===== src/rtl/junction_pkg.sv =====
package junction_pkg;

  typedef enum logic [1:0] {
    PH_MAJ_GO      = 2'd0,
    PH_MAJ_CAUTION = 2'd1,
    PH_MIN_GO      = 2'd2,
    PH_MIN_CAUTION = 2'd3
  } phase_e;

  typedef struct packed {
    logic red;
    logic yel;
    logic grn;
  } lamp_t;

  localparam int unsigned NUM_TIMERS = 4;
  localparam int unsigned TMR_LONG   = 0;
  localparam int unsigned TMR_MIN    = 1;
  localparam int unsigned TMR_MINGO  = 2;
  localparam int unsigned TMR_YEL    = 3;

endpackage


===== src/rtl/junction_interval_timer.sv =====
module junction_interval_timer #(
  parameter int unsigned LIMIT = 4
) (
  input  logic clk,
  input  logic rst_n,
  input  logic tick_en,
  input  logic run,
  input  logic clr,
  output logic done
);
  localparam int unsigned CW = $clog2(LIMIT + 1);
  localparam logic [CW-1:0] LIM_V = CW'(LIMIT);

  logic [CW-1:0] cnt_q, cnt_d;
  logic          adv;

  assign adv = run && tick_en && (cnt_q != LIM_V);

  always_comb begin
    cnt_d = cnt_q;
    if (clr || !run) begin
      cnt_d = '0;
    end else if (adv) begin
      cnt_d = cnt_q + 1'b1;
    end
  end

  always_ff @(posedge clk or negedge rst_n) begin
    if (!rst_n) begin
      cnt_q <= '0;
    end else begin
      cnt_q <= cnt_d;
    end
  end

  assign done = (cnt_q == LIM_V);

  assert_cnt_bounded_R3: assert property (@(posedge clk) disable iff (!rst_n)
    cnt_q <= LIM_V);

  assert_clear_restarts_R1: assert property (@(posedge clk) disable iff (!rst_n)
    clr |=> (cnt_q == '0));

  assert_idle_tick_holds_R8: assert property (@(posedge clk) disable iff (!rst_n)
    (run && !clr && !tick_en) |=> $stable(cnt_q));

endmodule


===== src/rtl/junction_phase_seq.sv =====
module junction_phase_seq
  import junction_pkg::*;
(
  input  logic   clk,
  input  logic   rst_n,
  input  logic   minor_car,
  input  logic   long_done,
  input  logic   min_done,
  input  logic   mingo_done,
  input  logic   yel_done,
  output phase_e phase_q,
  output logic   leave
);
  phase_e phase_d;

  always_comb begin
    phase_d = phase_q;
    unique case (phase_q)
      PH_MAJ_GO:      if (long_done || (min_done && minor_car)) phase_d = PH_MAJ_CAUTION;
      PH_MAJ_CAUTION: if (yel_done)   phase_d = PH_MIN_GO;
      PH_MIN_GO:      if (mingo_done) phase_d = PH_MIN_CAUTION;
      PH_MIN_CAUTION: if (yel_done)   phase_d = PH_MAJ_GO;
      default:        phase_d = PH_MAJ_GO;
    endcase
  end

  assign leave = (phase_d != phase_q);

  always_ff @(posedge clk or negedge rst_n) begin
    if (!rst_n) begin
      phase_q <= PH_MAJ_GO;
    end else begin
      phase_q <= phase_d;
    end
  end

  assert_ring_from_maj_go_R2: assert property (@(posedge clk) disable iff (!rst_n)
    (phase_q == PH_MAJ_GO) |=> (phase_q == PH_MAJ_GO || phase_q == PH_MAJ_CAUTION));
  assert_ring_from_maj_caution_R2: assert property (@(posedge clk) disable iff (!rst_n)
    (phase_q == PH_MAJ_CAUTION) |=> (phase_q == PH_MAJ_CAUTION || phase_q == PH_MIN_GO));
  assert_ring_from_min_go_R2: assert property (@(posedge clk) disable iff (!rst_n)
    (phase_q == PH_MIN_GO) |=> (phase_q == PH_MIN_GO || phase_q == PH_MIN_CAUTION));
  assert_ring_from_min_caution_R2: assert property (@(posedge clk) disable iff (!rst_n)
    (phase_q == PH_MIN_CAUTION) |=> (phase_q == PH_MIN_CAUTION || phase_q == PH_MAJ_GO));

  assert_long_limit_exit_R3: assert property (@(posedge clk) disable iff (!rst_n)
    (phase_q == PH_MAJ_GO && long_done) |=> (phase_q == PH_MAJ_CAUTION));
  assert_early_exit_R4: assert property (@(posedge clk) disable iff (!rst_n)
    (phase_q == PH_MAJ_GO && min_done && minor_car) |=> (phase_q == PH_MAJ_CAUTION));
  assert_no_early_before_min_R4: assert property (@(posedge clk) disable iff (!rst_n)
    (phase_q == PH_MAJ_GO && !min_done && !long_done) |=> (phase_q == PH_MAJ_GO));
  assert_min_go_holds_R5: assert property (@(posedge clk) disable iff (!rst_n)
    (phase_q == PH_MIN_GO && !mingo_done) |=> (phase_q == PH_MIN_GO));
  assert_caution_holds_R6: assert property (@(posedge clk) disable iff (!rst_n)
    ((phase_q == PH_MAJ_CAUTION || phase_q == PH_MIN_CAUTION) && !yel_done) |=> $stable(phase_q));

endmodule


===== src/rtl/junction_lamp_drive.sv =====
module junction_lamp_drive
  import junction_pkg::*;
(
  input  logic   clk,
  input  logic   rst_n,
  input  phase_e phase_q,
  output lamp_t  maj_lamp,
  output lamp_t  min_lamp
);
  always_comb begin
    maj_lamp = '{red: 1'b1, yel: 1'b0, grn: 1'b0};
    min_lamp = '{red: 1'b1, yel: 1'b0, grn: 1'b0};
    unique case (phase_q)
      PH_MAJ_GO:      maj_lamp = '{red: 1'b0, yel: 1'b0, grn: 1'b1};
      PH_MAJ_CAUTION: maj_lamp = '{red: 1'b0, yel: 1'b1, grn: 1'b0};
      PH_MIN_GO:      min_lamp = '{red: 1'b0, yel: 1'b0, grn: 1'b1};
      PH_MIN_CAUTION: min_lamp = '{red: 1'b0, yel: 1'b1, grn: 1'b0};
      default: ;
    endcase
  end

  assert_major_one_lamp_R7: assert property (@(posedge clk) disable iff (!rst_n)
    $countones(maj_lamp) == 1);
  assert_minor_one_lamp_R7: assert property (@(posedge clk) disable iff (!rst_n)
    $countones(min_lamp) == 1);
  assert_cross_red_R7: assert property (@(posedge clk) disable iff (!rst_n)
    (!maj_lamp.red |-> min_lamp.red) and (!min_lamp.red |-> maj_lamp.red));

endmodule


===== src/rtl/junction_signal_ctrl.sv =====
module junction_signal_ctrl
  import junction_pkg::*;
#(
  parameter int unsigned P_MAJ_LONG = 12,
  parameter int unsigned P_MAJ_MIN  = 4,
  parameter int unsigned P_MIN_GO   = 6,
  parameter int unsigned P_CAUTION  = 3
) (
  input  logic clk,
  input  logic rst_n,
  input  logic tick_en,
  input  logic major_car,
  input  logic minor_car,
  output logic maj_red,
  output logic maj_yel,
  output logic maj_grn,
  output logic min_red,
  output logic min_yel,
  output logic min_grn
);
  localparam int unsigned LIMS [NUM_TIMERS] = '{P_MAJ_LONG, P_MAJ_MIN, P_MIN_GO, P_CAUTION};

  if (!(P_MAJ_MIN < P_MAJ_LONG) || P_MAJ_MIN == 0 || P_MIN_GO == 0 || P_CAUTION == 0) begin : g_bad_cfg
    $error("junction_signal_ctrl: durations must be nonzero with P_MAJ_MIN < P_MAJ_LONG");
  end

  phase_e                phase_q;
  logic                  leave;
  logic [NUM_TIMERS-1:0] run;
  logic [NUM_TIMERS-1:0] done;
  lamp_t                 maj_lamp, min_lamp;

  always_comb begin
    run            = '0;
    run[TMR_LONG]  = (phase_q == PH_MAJ_GO);
    run[TMR_MIN]   = (phase_q == PH_MAJ_GO);
    run[TMR_MINGO] = (phase_q == PH_MIN_GO);
    run[TMR_YEL]   = (phase_q == PH_MAJ_CAUTION) || (phase_q == PH_MIN_CAUTION);
  end

  for (genvar g = 0; g < NUM_TIMERS; g++) begin : g_tmr
    junction_interval_timer #(.LIMIT(LIMS[g])) u_tmr (
      .clk     (clk),
      .rst_n   (rst_n),
      .tick_en (tick_en),
      .run     (run[g]),
      .clr     (leave),
      .done    (done[g])
    );
  end

  junction_phase_seq u_seq (
    .clk        (clk),
    .rst_n      (rst_n),
    .minor_car  (minor_car),
    .long_done  (done[TMR_LONG]),
    .min_done   (done[TMR_MIN]),
    .mingo_done (done[TMR_MINGO]),
    .yel_done   (done[TMR_YEL]),
    .phase_q    (phase_q),
    .leave      (leave)
  );

  junction_lamp_drive u_lamp (
    .clk      (clk),
    .rst_n    (rst_n),
    .phase_q  (phase_q),
    .maj_lamp (maj_lamp),
    .min_lamp (min_lamp)
  );

  assign maj_red = maj_lamp.red;
  assign maj_yel = maj_lamp.yel;
  assign maj_grn = maj_lamp.grn;
  assign min_red = min_lamp.red;
  assign min_yel = min_lamp.yel;
  assign min_grn = min_lamp.grn;

  assert_major_car_ignored_R9: assert property (@(posedge clk) disable iff (!rst_n)
    (phase_q == PH_MAJ_GO && major_car && !done[TMR_LONG] && !(done[TMR_MIN] && minor_car))
      |=> (phase_q == PH_MAJ_GO));

  assert_min_before_long_R4: assert property (@(posedge clk) disable iff (!rst_n)
    done[TMR_LONG] |-> done[TMR_MIN]);

endmodule


===== config.mk =====
export PLATFORM = sky130hd
export DESIGN_NAME = junction_signal_ctrl
export DESIGN_NICKNAME = d
export VERILOG_FILES = /design/src/rtl/junction_pkg.sv /design/src/rtl/junction_interval_timer.sv /design/src/rtl/junction_phase_seq.sv /design/src/rtl/junction_lamp_drive.sv /design/src/rtl/junction_signal_ctrl.sv
export SDC_FILE = /design/constraint.sdc
export NUM_CORES = 1
export LEC_CHECK = 0
export BUFFER_PORTS_ARGS = -buffer_cell sky130_fd_sc_hd__clkbuf_2
export CORE_MARGIN = 1.5
export CORE_UTILIZATION = 29
export DETAILED_ROUTE_END_ITERATION = 12
export PLACE_DENSITY = 0.54
export SYNTH_ARGS = -nofsm -noshare
export SYNTH_HDL_FRONTEND = slang
export SYNTH_SLANG_ARGS = --single-unit

===== constraint.sdc =====
create_clock -name clk -period 2.5 [get_ports clk]
set_input_delay 0.25 -clock clk [delete_from_list [all_inputs] [get_ports clk]]
set_output_delay 0.25 -clock clk [all_outputs]
set_load 0.005 [all_outputs]

### Yosys cells after proc, flatten, opt, wreduce, memory -nomap -nowiden

Cells that the tools add are included.

* add/sub/neg operators: 4
* equal/unequal tests: 12
* multiplexer cells: 15
* reductions and logical operators: 21

Operators with widths (count)
* $mux 2: 6
* $mux 3: 4
* $pmux 3 s2: 2
* $logic_and 1x1->1: 8
* $mux 4: 2
* $pmux 2 s4: 1
* $reduce_bool 2->1: 4
* $add 3x1->3 const B: 2
* $eq 2x2->1 const B: 3
* $eq 3x3->1 const B: 2
* $ne 3x3->1 const B: 2
* $logic_or 1x1->1: 5
* $add 4x1->4 const B: 1
* $eq 4x4->1 const B: 1
* $ne 4x4->1 const B: 1
* $logic_not 1->1: 3
* $add 2x1->2 const B: 1
* $eq 2x1->1 const B: 1
* $logic_not 2->1: 1
* $ne 2x2->1: 1
* $ne 2x2->1 const B: 1

* bits in registers: 14
* input bits: 5
* output and inout port bits: 6

### Longest topological paths before layout

* depth in word-level cells: 8
* mapped depth: 5

### Cells and area by module

From an unflattened synthesis, not the netlist that was laid out.

* cells, all modules: 89
* area, all modules: 883.3 µm²

Modules (own cells, without submodules)
* junction_interval_timer (g_tmr[0].u_tmr): instances 1, cells an instance 26, area an instance 222.7 µm², seq. area each 100.1 µm²
* junction_interval_timer (g_tmr[1].u_tmr): instances 1, cells an instance 18, area an instance 202.7 µm², seq. area each 75.1 µm²
* junction_interval_timer (g_tmr[2].u_tmr): instances 1, cells an instance 17, area an instance 200.2 µm², seq. area each 75.1 µm²
* junction_interval_timer (g_tmr[3].u_tmr): instances 1, cells an instance 10, area an instance 115.1 µm², seq. area each 50.0 µm²
* junction_phase_seq: instances 1, cells an instance 9, area an instance 97.6 µm², seq. area each 50.0 µm²
* junction_lamp_drive: instances 1, cells an instance 6, area an instance 31.3 µm², seq. area each 0.0 µm²
* junction_signal_ctrl: instances 1, cells an instance 3, area an instance 13.8 µm², seq. area each 0.0 µm²

### Worst setup path before layout

No wires, ideal clock.

* path type: register to register
* from: register g_tmr[0].u_tmr.cnt_q[0]
* to: register u_seq.phase_q[0]
* setup time: 0.120 ns
* arrival time: 1.210 ns
* required time: 2.380 ns
* setup slack: 1.171 ns
* cell stages (with the launch flop): 6
* buffers on the path: 0
* clock period less this slack: 1.329 ns
* cell sequence: dfrtp_1 > inv_1 > ha_1 > a311oi_2 > nand2_2 > and3_1

* cells in the longest elaborated chain, start to end: 4

RTL lines
* start, declared: line junction_interval_timer.sv:14 `logic [CW-1:0] cnt_q, cnt_d;`
* start signal, assigned: line junction_interval_timer.sv:32 `cnt_q <= cnt_d;`
* $eq 4x4->1: line junction_interval_timer.sv:36 `assign done = (cnt_q == LIM_V);`
* $logic_or 1x1->1: line junction_phase_seq.sv:19 `PH_MAJ_GO: if (long_done || (min_done && minor_car)) phase_d = PH_MAJ_CAUTION;`
* $mux 2: line junction_phase_seq.sv:19
* $pmux 2 s4: line junction_phase_seq.sv:18 `unique case (phase_q)`
* via u_seq.phase_d[0]: line junction_phase_seq.sv:14 `phase_e phase_d;`
* end signal, assigned: line junction_phase_seq.sv:33 `phase_q <= phase_d;`
* end, declared: line junction_phase_seq.sv:11 `output phase_e phase_q,`

The timed path passes the listed nets, and every way through them passes these cells.
A chain may end at the register's enable or synchronous reset.

### Worst setup path in the final report

* from: register g_tmr[0].u_tmr.cnt_q[0]
* to: register g_tmr[0].u_tmr.cnt_q[3]

* cells in the longest elaborated chain, start to end: 7
* elaborated cells on any way between the ends: 12
* classes of those cells: add/sub: 1; eq/ne: 3; mux: 4; reduce/logical: 4

RTL lines
* $eq 4x4->1: line junction_interval_timer.sv:36
* $logic_or 1x1->1: line junction_phase_seq.sv:19
* $mux 2: line junction_phase_seq.sv:19
* $pmux 2 s4: line junction_phase_seq.sv:18
* $ne 2x2->1: line junction_phase_seq.sv:27 `assign leave = (phase_d != phase_q);`
* $logic_or 1x1->1: line junction_interval_timer.sv:21 `if (clr || !run) begin`
* $mux 4 or $reduce_bool 2->1 (tied branches)

Parallel ways exist; a longest one is shown, timed or not. The select of a mux whose other input is x is not followed.

==> results.json <==
{
  "power-per-cell-area_nw_per_um2": 830,
  "post-place-cells": 115,
  "critical_path_required_ns": 2.69,
  "cts_root_buffer": "clkbuf_4",
  "synth_fa_ha_area_frac": 0.112,
  "grt_antenna_before_repair": 0,
  "drive_gt1_frac": 0.202,
  "finClkSkew_ns": 0.00195,
  "instances_no_fill": 119,
  "switching_share": 0.361,
  "crit_chain": "inv_1, ha_1, a311oi_2, nand2_2, a211oi_1",
  "vias_per_cell": 4.64,
  "wire_per_inst_um": 10.7,
  "outcome": "finished, final reports clean",
  "peakVddDrop_uv": 396,
  "gr-total-overflow": 0,
  "mapped_cell_area_um2": 781,
  "num-nets-final": 103,
  "post_cts.resized_instances": 0,
  "synthesized_area_fraction_occupied_by_ao_oa_aoi_and_oai_cells": 0.0849,
  "fmax_mhz": 666,
  "yosys_warnings": 0,
  "row_count": 18,
  "tritoncts_clock_tree": "yes",
  "xor_xnor_portion_of_the_synthesized_cell_area": 0.0561,
  "setup.reg_to_reg.worst_slack_ns": 1.0,
  "cts_setup_buffers": 0,
  "hold-path-endpoint": "g_tmr[0].u_tmr.cnt_q[2]",
  "synth.area.mux_share": 0.0385,
  "worstSetupStartpointType": "register",
  "net_count_synth": 90,
  "gp_routability_congestion": 0.732,
  "post-synth-top-area-fraction": 0.449,
  "grt_start_max_net_pins": 16,
  "power.share.combinational": 0.365,
  "ys_top_cells_by_area": "dfrtp_1 45%, ha_1 11%, xnor2_1 4.5%, mux2i_1 3.8%, inv_1 3.8%",
  "worst-r2r-cell-count": 5,
  "post-layout-total-power_uw": 734,
  "setup_tns_ns": 0,
  "synth_enable_flop_cells": 0,
  "synth_top_flop_cell": "dfrtp_1",
  "initial_core_utilization": 0.310,
  "tightest_slew_ns": 0.353,
  "setup_viol_count_final": 0,
  "clkSlewWorstSetupHoldPaths_ns": 0.08,
  "routed-via-count": 552,
  "hold_path_class": "in -> reg",
  "critical-path-max-stage-delay_ns": 0.42,
  "portion_of_total_power_attributed_to_sequential_cells": 0.460,
  "internal_power_uw": 469,
  "async_flop_share": 1.00,
  "power.static_leakage_nw": 0.418,
  "area_delta_synth_final_pct": 13.3,
  "arr_time_crit_path_ns": 1.69,
  "die_y_um": 54.9,
  "die-width_um": 54.9,
  "global_route.usage.total": 0.106,
  "clkPwrFrac": 0.175,
  "period_needed_ns": 1.50,
  "pin_count": 11,
  "report.final.hold_viol_count": 0,
  "place_hpwl_um": 948,
  "grt_setup_unrepaired": "false",
  "totalWireLength_mm": 1.28,
  "number_of_instances_in_the_synthesized_netlist": 78,
  "ctsHtreeMaxLevel": 1,
  "layout.core_utilization": 0.351,
  "ys_types": 28,
  "clk_sinks": 14,
  "max_cap_violations": 0,
  "setup.worst_path.end_class": "register",
  "slowest_stage": "dfrtp_1",
  "core_area_um2": 2520,
  "cts_max_path_buffers": 2,
  "crit-reg2reg-launch": "g_tmr[0].u_tmr.cnt_q[0]",
  "diodes": 0,
  "worst_hold_path.num_cells": 4,
  "floorplan.die_area_um2": 3010,
  "placement.cell_area_um2": 852,
  "clkLatencyLatePin_ns": 0.28,
  "setup.worst_path.start": "g_tmr[0].u_tmr.cnt_q[0]",
  "fin_area_um2": 885,
  "drt_pass1_iterations": 4,
  "slew_headroom": 0.765,
  "kind_of_critical_path": "reg -> reg",
  "synth_top_family_by_area": "simple AND/OR/NAND/NOR gates",
  "grt_pass1_wl_mm": 2.23,
  "hold_start": "minor_car",
  "synth_top_area_cell": "dfrtp_1",
  "finalMaxSlewViolations": 0,
  "yosys_register_bits": 14,
  "first_global_vias": 519,
  "route.antenna.remaining_nets": 0,
  "p_sw_uw": 265,
  "yosys.area_share.simple": 0.207,
  "reg2reg_to": "g_tmr[0].u_tmr.cnt_q[3]",
  "drt_iter0_drcs": 15,
  "critical_path_peak_fanout": 6,
  "detail_route.drc_violations": 0,
  "synth.avg_cell_area_um2": 10.0,
  "portBuffers": 9,
  "yosysSeqAreaShare": 0.449,
  "final.period_utilization": 0.601,
  "cts_buf_count": 3
}
[cell type report]
class / instances / area [um^2]
inverter: 8 / 30.0
clock buffer: 3 / 22.5
sequential: 14 / 350
fill: 272 / 1640
tap: 30 / 37.5
timing repair buffer: 10 / 55.1
multi-input combinational: 54 / 389
[power groups by stage]
| stage | sequential (mW) | combinational [mW] | clock, mW |
|---|---|---|---|
| after global routing | 0.346 | 0.312 | 0.142 |
| after detailed placement | 0.342 | 0.273 | 0 |
| after CTS | 0.338 | 0.275 | 0.133 |
| after floorplan | 0.325 | 0.198 | 0 |
| after global placement | 0.339 | 0.269 | 0 |
| final | 0.337 | 0.268 | 0.128 |
[layer usage]
metal / track usage / vias to the layer above / routed length [um]
met1: 0.136 / 260 / 618
li1: - / 280 / -
met2: 0.175 / 10 / 580
met3: 0.0164 / 2 / 59
met5: 0 / - / 0
met4: 0.0500 / 0 / 19
[per-stage QoR]
step | setup WS (ns) | hold slack, ns
after global placement | 1.04 | 0.179
after CTS | 0.984 | 0.373
after global routing | 0.903 | 0.429
after detailed placement | 0.989 | 0.179
after floorplan | 1.17 | -0.0456
final | 0.998 | 0.389
[cell usage in the layout, fill, tap and decap left out]
| cell type | count |
|---|---|
| nand2_2 | 1 |
| or2b_1 | 1 |
| a22oi_1 | 1 |
| nor3_1 | 1 |
| nand3_1 | 4 |
| nand4_1 | 1 |
| inv_1 | 8 |
| a21oi_1 | 3 |
| nor2b_1 | 1 |
| clkbuf_4 | 3 |
| a211oi_1 | 1 |
| a311oi_2 | 1 |
| and2b_4 | 1 |
| dlygate4sd3_1 | 1 |
| and3_1 | 1 |
| and2_1 | 1 |
| mux2i_1 | 3 |
| a21bo_2 | 1 |
| nand3b_1 | 1 |
| ha_1 | 7 |
| nand2_1 | 8 |
| and4b_1 | 1 |
| dfrtp_1 | 14 |
| xor2_1 | 1 |
| nor3_2 | 1 |
| clkbuf_2 | 9 |
| nor2_1 | 8 |
| a21boi_2 | 1 |
| xnor2_1 | 4 |
[repair_timing]
action	4_1_cts	5_1_grt
hold buffers	1	0
endpoints found under the setup margin	0	0
hold endpoints to repair	14	0
[Yosys cell counts (3+ instances only)]
library cell / n
a21oi_1: 3
dfrtp_1: 14
ha_1: 7
inv_1: 8
mux2i_1: 3
nand2_1: 8
nand3_1: 4
nor2_1: 8
xnor2_1: 4
[state kept, by name (all words and copies together) (netlist names)]
signal	flops
u_seq.phase_q	2
g_tmr.u_tmr.cnt_q	12
[cell families (layout without fill, tap and decap cells)]
group	Yosys count	count (layout)
multiplexers	3	3
adder cells (fa/ha/maj)	7	7
AO/OA/AOI/OAI	8	8
flip-flops	14	14
XOR/XNOR	5	5
AND/OR/NAND/NOR	31	31
buffers and inverters	10	21
[worst max path at each step]
| stage | endpoint | slack, ns | cells past startpoint |
|---|---|---|---|
| 2_1_floorplan | u_seq.phase_q[0] | 1.17 | 5 |
| 3_3_place_gp | u_seq.phase_q[0] | 1.04 | 5 |
| 3_5_place_dp | g_tmr[0].u_tmr.cnt_q[3] | 0.99 | 5 |
| 4_1_cts | g_tmr[0].u_tmr.cnt_q[3] | 0.98 | 5 |
| 5_1_grt | g_tmr[0].u_tmr.cnt_q[3] | 0.90 | 5 |
| 6_report | g_tmr[0].u_tmr.cnt_q[3] | 1.0 | 5 |
[worst max-delay path: cells and delay by family, from the launching register on]
| family | cells | cell delay, ns |
|---|---|---|
| flip-flops | 1 | 0.42 |
| adder cells (fa/ha/maj) | 1 | 0.24 |
| AO/OA/AOI/OAI | 2 | 0.53 |
| AND/OR/NAND/NOR | 1 | 0.16 |
| buffers and inverters | 1 | 0.06 |
Note: power is estimated with default switching activity, not from simulation.
